==> src/rtl/phc_pkg.sv <==
package phc_pkg;
  localparam int RIDX_W = 5;
  localparam int INSTR_W = 32;

  localparam logic [5:0] OP_SPECIAL = 6'h00;
  localparam logic [5:0] OP_BEQ     = 6'h04;
  localparam logic [5:0] OP_ADDI    = 6'h08;
  localparam logic [5:0] OP_SLTI    = 6'h0A;
  localparam logic [5:0] OP_SLTIU   = 6'h0B;
  localparam logic [5:0] OP_ANDI    = 6'h0C;
  localparam logic [5:0] OP_ORI     = 6'h0D;
  localparam logic [5:0] OP_LUI     = 6'h0F;
  localparam logic [5:0] OP_LW      = 6'h23;
  localparam logic [5:0] OP_SW      = 6'h2B;

  localparam logic [5:0] FN_SLL  = 6'h00;
  localparam logic [5:0] FN_SRL  = 6'h02;
  localparam logic [5:0] FN_MULW = 6'h18;
  localparam logic [5:0] FN_ADD  = 6'h20;
  localparam logic [5:0] FN_SUB  = 6'h22;
  localparam logic [5:0] FN_AND  = 6'h24;
  localparam logic [5:0] FN_OR   = 6'h25;

  typedef logic [RIDX_W-1:0] ridx_t;

  // lo/hi equal unless the producer writes a register pair
  typedef struct packed {
    logic  wr;
    ridx_t lo;
    ridx_t hi;
  } wdst_t;

  typedef struct packed {
    logic  use_s;
    ridx_t s;
    logic  use_t;
    ridx_t t;
    wdst_t dst;
    logic  branch;
  } idec_t;
endpackage

==> src/rtl/phc_decode.sv <==
module phc_decode
  import phc_pkg::*;
(
  input  logic [INSTR_W-1:0] instr,
  output idec_t              dec
);
  logic [5:0] op;
  logic [5:0] fn;
  ridx_t      rs, rt, rd;
  logic       pair;
  logic       unused_shamt;

  assign op = instr[31:26];
  assign rs = instr[25:21];
  assign rt = instr[20:16];
  assign rd = instr[15:11];
  assign fn = instr[5:0];
  assign unused_shamt = ^instr[10:6];

  always_comb begin
    dec  = '0;
    pair = 1'b0;
    dec.s = rs;
    dec.t = rt;
    case (op)
      OP_SPECIAL: begin
        dec.use_t = 1'b1;
        case (fn)
          FN_SLL, FN_SRL: begin
            dec.dst.wr = 1'b1;
            dec.dst.lo = rd;
          end
          FN_ADD, FN_SUB, FN_AND, FN_OR: begin
            dec.use_s  = 1'b1;
            dec.dst.wr = 1'b1;
            dec.dst.lo = rd;
          end
          FN_MULW: begin
            dec.use_s  = 1'b1;
            dec.dst.wr = 1'b1;
            dec.dst.lo = rd;
            pair       = 1'b1;
          end
          default: dec.use_s = 1'b1;
        endcase
      end
      OP_ADDI, OP_SLTI, OP_SLTIU, OP_ANDI, OP_ORI, OP_LW: begin
        dec.use_s  = 1'b1;
        dec.dst.wr = 1'b1;
        dec.dst.lo = rt;
      end
      OP_LUI: begin
        dec.dst.wr = 1'b1;
        dec.dst.lo = rt;
      end
      OP_SW: begin
        dec.use_s = 1'b1;
        dec.use_t = 1'b1;
      end
      OP_BEQ: begin
        dec.use_s  = 1'b1;
        dec.use_t  = 1'b1;
        dec.branch = 1'b1;
      end
      default: ;
    endcase
    dec.dst.hi = pair ? ridx_t'(dec.dst.lo + ridx_t'(1)) : dec.dst.lo;
  end
endmodule

==> src/rtl/phc_scoreboard.sv <==
module phc_scoreboard
  import phc_pkg::*;
#(
  parameter int DEPTH = 3,
  parameter int CHECK = 2
) (
  input  logic             clk,
  input  logic             rst,
  input  logic             issue_nop,
  input  wdst_t            issue_dst,
  input  logic             use_s,
  input  ridx_t            src_s,
  input  logic             use_t,
  input  ridx_t            src_t,
  output logic             hazard,
  output logic [DEPTH-1:0] nop_q
);
  wdst_t            pend_q [CHECK];
  logic [CHECK-1:0] hit;
  wdst_t            entry;

  always_comb begin
    entry    = issue_dst;
    entry.wr = issue_dst.wr & ~issue_nop;
  end

  always_ff @(posedge clk) begin
    if (rst) begin
      for (int k = 0; k < CHECK; k++) pend_q[k] <= '0;
    end else begin
      for (int k = CHECK - 1; k > 0; k--) pend_q[k] <= pend_q[k-1];
      pend_q[0] <= entry;
    end
  end

  always_ff @(posedge clk) begin
    if (rst) nop_q <= '1;
    else     nop_q <= {nop_q[DEPTH-2:0], issue_nop};
  end

  genvar g;
  generate
    for (g = 0; g < CHECK; g++) begin : g_cmp
      logic s_match, t_match;
      assign s_match = use_s && (src_s != '0) &&
                       ((src_s == pend_q[g].lo) || (src_s == pend_q[g].hi));
      assign t_match = use_t && (src_t != '0) &&
                       ((src_t == pend_q[g].lo) || (src_t == pend_q[g].hi));
      assign hit[g] = pend_q[g].wr && (s_match || t_match);
    end
    for (g = 1; g < DEPTH; g++) begin : g_nop_chk
      assert_nop_shift_R11: assert property (@(posedge clk) disable iff (rst)
        1'b1 |=> (nop_q[g] == $past(nop_q[g-1])));
    end
  endgenerate

  assign hazard = |hit;

  assert_r0_quiet_R5: assert property (@(posedge clk) disable iff (rst)
    hazard |-> ((use_s && src_s != '0) || (use_t && src_t != '0)));

  initial begin
    assert_depth_ok_R3: assert (CHECK >= 1 && CHECK < DEPTH && DEPTH >= 2);
  end
endmodule

==> src/rtl/phc_fetch.sv <==
module phc_fetch #(
  parameter int                PC_W     = 32,
  parameter logic [PC_W-1:0]   RESET_PC = '0,
  parameter int unsigned       PC_STEP  = 4
) (
  input  logic            clk,
  input  logic            rst,
  input  logic            advance,
  input  logic            redirect,
  input  logic [PC_W-1:0] target,
  input  logic            br_issue,
  output logic [PC_W-1:0] pc,
  output logic            br_in_ex
);
  localparam logic [PC_W-1:0] STEP = PC_W'(PC_STEP);

  always_ff @(posedge clk) begin
    if (rst) begin
      pc       <= RESET_PC;
      br_in_ex <= 1'b0;
    end else begin
      if (redirect)     pc <= target;
      else if (advance) pc <= pc + STEP;
      br_in_ex <= br_issue;
    end
  end

  assert_single_resolve_R10: assert property (@(posedge clk) disable iff (rst)
    br_in_ex |=> !br_in_ex);
endmodule

==> src/rtl/pipe_hazard_ctl.sv <==
module pipe_hazard_ctl
  import phc_pkg::*;
#(
  parameter int              PC_W        = 32,
  parameter logic [PC_W-1:0] RESET_PC    = '0,
  parameter int unsigned     PC_STEP     = 4,
  parameter int              TRACK_DEPTH = 3,
  parameter int              PEND_STAGES = 2
) (
  input  logic                   clk,
  input  logic                   rst,
  input  logic [31:0]            id_instr,
  input  logic                   ex_br_taken,
  input  logic [PC_W-1:0]        ex_br_target,
  output logic [PC_W-1:0]        pc,
  output logic                   ifid_load,
  output logic                   ifid_flush,
  output logic                   idex_nop,
  output logic [TRACK_DEPTH:0]   stage_nop
);
  idec_t                  dec;
  logic                   id_nop_q;
  logic                   id_live;
  logic                   hazard;
  logic                   br_in_ex;
  logic                   br_issue;
  logic                   redirect;
  logic                   advance;
  logic [TRACK_DEPTH-1:0] trk_nop;

  phc_decode u_dec (
    .instr (id_instr),
    .dec   (dec)
  );

  phc_scoreboard #(
    .DEPTH (TRACK_DEPTH),
    .CHECK (PEND_STAGES)
  ) u_sb (
    .clk       (clk),
    .rst       (rst),
    .issue_nop (idex_nop),
    .issue_dst (dec.dst),
    .use_s     (dec.use_s & id_live),
    .src_s     (dec.s),
    .use_t     (dec.use_t & id_live),
    .src_t     (dec.t),
    .hazard    (hazard),
    .nop_q     (trk_nop)
  );

  phc_fetch #(
    .PC_W     (PC_W),
    .RESET_PC (RESET_PC),
    .PC_STEP  (PC_STEP)
  ) u_fetch (
    .clk      (clk),
    .rst      (rst),
    .advance  (advance),
    .redirect (redirect),
    .target   (ex_br_target),
    .br_issue (br_issue),
    .pc       (pc),
    .br_in_ex (br_in_ex)
  );

  assign id_live = ~id_nop_q;

  always_comb begin
    ifid_load  = 1'b0;
    ifid_flush = 1'b0;
    idex_nop   = 1'b0;
    br_issue   = 1'b0;
    redirect   = 1'b0;
    advance    = 1'b0;
    if (br_in_ex) begin
      idex_nop = 1'b1;
      if (ex_br_taken) begin
        ifid_flush = 1'b1;
        redirect   = 1'b1;
      end else begin
        ifid_load = 1'b1;
        advance   = 1'b1;
      end
    end else if (hazard) begin
      idex_nop = 1'b1;
    end else if (id_live && dec.branch) begin
      ifid_flush = 1'b1;
      br_issue   = 1'b1;
    end else begin
      ifid_load = 1'b1;
      advance   = 1'b1;
      idex_nop  = ~id_live;
    end
  end

  always_ff @(posedge clk) begin
    if (rst)             id_nop_q <= 1'b1;
    else if (ifid_flush) id_nop_q <= 1'b1;
    else if (ifid_load)  id_nop_q <= 1'b0;
  end

  assign stage_nop = {trk_nop, id_nop_q};

  assert_stall_holds_pc_R3: assert property (@(posedge clk) disable iff (rst)
    (!ifid_load && !ifid_flush) |=> $stable(pc));

  assert_branch_freeze_R9: assert property (@(posedge clk) disable iff (rst)
    (ifid_flush && !br_in_ex) |=> (br_in_ex && $stable(pc)));

  assert_flush_empties_id_R9: assert property (@(posedge clk) disable iff (rst)
    ifid_flush |=> stage_nop[0]);

  assert_taken_target_R10: assert property (@(posedge clk) disable iff (rst)
    (br_in_ex && ex_br_taken) |=> (pc == $past(ex_br_target)));

  assert_fallthrough_R10: assert property (@(posedge clk) disable iff (rst)
    (br_in_ex && !ex_br_taken) |=> (pc == PC_W'($past(pc) + PC_W'(PC_STEP))));

  assert_bubble_enters_R11: assert property (@(posedge clk) disable iff (rst)
    idex_nop |=> stage_nop[1]);
endmodule

==> config.mk <==
export PLATFORM = sky130hd
export DESIGN_NAME = pipe_hazard_ctl
export DESIGN_NICKNAME = d
export VERILOG_FILES = /design/src/rtl/phc_pkg.sv /design/src/rtl/phc_decode.sv /design/src/rtl/phc_scoreboard.sv /design/src/rtl/phc_fetch.sv /design/src/rtl/pipe_hazard_ctl.sv
export SDC_FILE = /design/constraint.sdc
export NUM_CORES = 1
export LEC_CHECK = 0
export ABC_CLOCK_PERIOD_IN_PS = 7500
export CAP_MARGIN = 20
export CORE_MARGIN = 5
export CORE_UTILIZATION = 35
export DETAILED_ROUTE_END_ITERATION = 6
export PLACE_DENSITY = 0.73
export SETUP_SLACK_MARGIN = 0.05
export SYNTH_ARGS = -nofsm -noshare
export SYNTH_HDL_FRONTEND = slang
export SYNTH_HIERARCHICAL = 1
export SYNTH_SLANG_ARGS = --single-unit
==> constraint.sdc <==
create_clock -name clk -period 7.5 [get_ports clk]
set_input_delay 1.5 -clock clk [delete_from_list [all_inputs] [get_ports clk]]
set_output_delay 1.5 -clock clk [all_outputs]
set_load 0.005 [all_outputs]
==> out/metrics.csv <==
metric,value,unit
Die Y,112.5,um
grt total ovfl,0,
RSZ-0062 raised after global routing,false,
Setup CP Type,in2out,
nets@finish,579,
largest net degree at the start of global routing,57,
min-delay src,u_sb/nop_q[0],
Diodes inserted,0,
clk_lat worst skew,0.33,ns
Final Cycle Share,84.04,%
WHS Endpoint,u_sb/nop_q[1],
Startpoint Class,input pin,
CTS Hold Buffers Added,0,
Final Non-Filler Cells,649,
Met2 Wirelength,4830,um
post-place setup slack,1.188,ns
Final Util,47.42,%
hold path cells,1,
power per cell area,145.7,mW/mm^2
postcts setup bufs,0,
Final HPWL DP,7603,um
H-tree levels,3,
cell count after placement,635,
most frequent cells in the layout,"clkdlybuf4s50_1 (99), dfxtp_1 (59), nor2_1 (32), xor2_1 (32), nand2_1 (25)",
Netlist Area Pre-Place,0.003679,mm^2
crit-path max FO,15,
layout cell share with drive strength beyond 1,8.577,%
final setup vio count,0,
Starting Density,35.79,%
r2r setup slk,4.05,ns
Final min period,6.303,ns
post-synthesis cell count,433,
floorplan row count,37,
setup TNS,0,ns
CTS root buf,clkbuf_8,
cells on worst reg2reg path,11,
reg2reg start,id_nop_q,
I/O pin total,106,
worst-case clock buffer depth,2,
Pleak,1.686,nW
vias in the first global route,3429,
Crit. End Element,output port,
ANT nets after route,0,
syn_nets,502,
drt wl/cell,15.71,um
R2R Path End,u_fetch/pc[18],
Hold Crit Class,reg2reg,
post-synthesis sequential area ratio,32.11,%
"CTS clk-pin slew, worst paths",0.07,ns
clock sinks,59,
first-pass GRT wire length,16770,um
skew final,0.01186,ns
Starting DRT DRC Count,234,
via count,3469,
Max transition margin,51.64,%
CTS Buf Count,9,
antenna violations before repair,0,
post-CTS sizing,0,
Most used DFF post-synth,dfxtp_1,
total track usage,15.89,%
top layer in use,met4,
PortBufs,100,
hold_ws,0.4396,ns
final WL,10190,um
maxcap violations,0,
Syn Area/Cell,8.495,um^2
Yosys reg bits,59,
core area,0.01028,mm^2
Final WS setup,1.197,ns
"Arr. time, crit path",4.80,ns
Pre-antenna DRT Iters,5,
DR DRC count,0,
Unique masters post-synth,66,
actual transition at the worst max-transition pin,0.7199,ns
YS warnings,6,
outcome,"complete, no violations",
area grow syn2layout,32.48,%
"Slew Viols, Final",0,
overall die area,0.01266,mm^2
final hold vios,0,
placer congestion estimate,0.8609,
Worst VDD drop,0.06898,mV
met3 routed wirelength,590,um
fmax,158.6,MHz
"EDFF count, synth",0,
Die Wd,112.5,um
vias per cell,5.345,
CTS tree,built,
DRT met1 WL,4633,um
"most common cell after layout, fill and taps aside",clkdlybuf4s50_1,
"FFs w/ async S/R, synth",0,%
CP Data Required Time,6.00,ns
cells in the mapped netlist (9+ instances only):
| master | n | area, um^2 |
|---|---|---|
| a211oi_1 | 9 | 67.56 |
| a21oi_1 | 12 | 60.06 |
| buf_4 | 11 | 82.58 |
| clkbuf_1 | 18 | 67.56 |
| dfxtp_1 | 59 | 1181 |
| inv_1 | 9 | 33.78 |
| nand2_1 | 25 | 93.84 |
| nand3_1 | 16 | 80.08 |
| nand4_1 | 19 | 118.9 |
| nor2_1 | 32 | 120.1 |
| nor2b_1 | 24 | 150.1 |
| nor3_1 | 11 | 55.05 |
| nor4_1 | 10 | 62.56 |
| xnor2_1 | 21 | 183.9 |
| xor2_1 | 32 | 280.3 |
worst max-delay path: stages:
cell	delay (ns)
clkdlybuf4s50_1	0.56
inv_1	0.06
maj3_1	0.35
a22oi_1	0.15
o22ai_1	0.11
and2b_2	0.22
o211ai_1	0.08
a21oi_1	0.06
or4_1	0.65
o31ai_2	0.26
buf_4	0.25
clkdlybuf4s50_1	0.55
cell type report:
cell class,count,area [um^2]
clock buffer,12,165.2
clock inverter,2,35.03
fill,1030,5404
inverter,9,33.78
multi-input combinational,327,2262
sequential,59,1181
tap,136,170.2
timing repair buffer,104,1026
worst max path at each step:
stage,start,to,slack [ns]
after floorplan,id_instr[0],ifid_load,2.36
after global placement,id_instr[2],ifid_load,1.27
after detailed placement,id_instr[2],ifid_load,1.19
after CTS,id_instr[2],ifid_load,1.19
after global routing,id_instr[26],ifid_load,1.06
final,id_instr[26],ifid_load,1.20
kinds of logic after synthesis:
logic type,share of synthesized area [%]
AND/OR/NAND/NOR,31.67
XOR/XNOR,12.62
multiplexers,1.122
adder cells (fa/ha/maj),0.9523
flip-flops,32.11
buffers and inverters,6.530
AO/OA/AOI/OAI,15.00
flip-flops by register name (all words and copies together), names as in the netlist:
register / flops
u_fetch/br_in_ex: 1
u_fetch/pc: 32
u_sb/pend_q: 22
u_sb/nop_q: 3
id_nop_q: 1
stage by stage:
step	area, um^2	total power, mW
after floorplan	3679	0.3747
after global placement	4673	0.4197
after detailed placement	4673	0.4215
after CTS	4873	0.7194
after global routing	4873	0.7398
final	4873	0.7102
where the power goes:
group / internal [mW] / switching, mW / total (mW)
sequential: 0.318 / 0.00734 / 0.326
combinational: 0.0527 / 0.0361 / 0.0888
clock: 0.176 / 0.119 / 0.296
total: 0.547 / 0.163 / 0.710
metal layers:
layer,vias up,GRT usage [%]
met1,1625,20.33
met2,111,26.34
met5,-,0
met4,0,5.689
met3,12,3.450
li1,1721,-
Note: power is estimated with default switching activity, not from simulation.
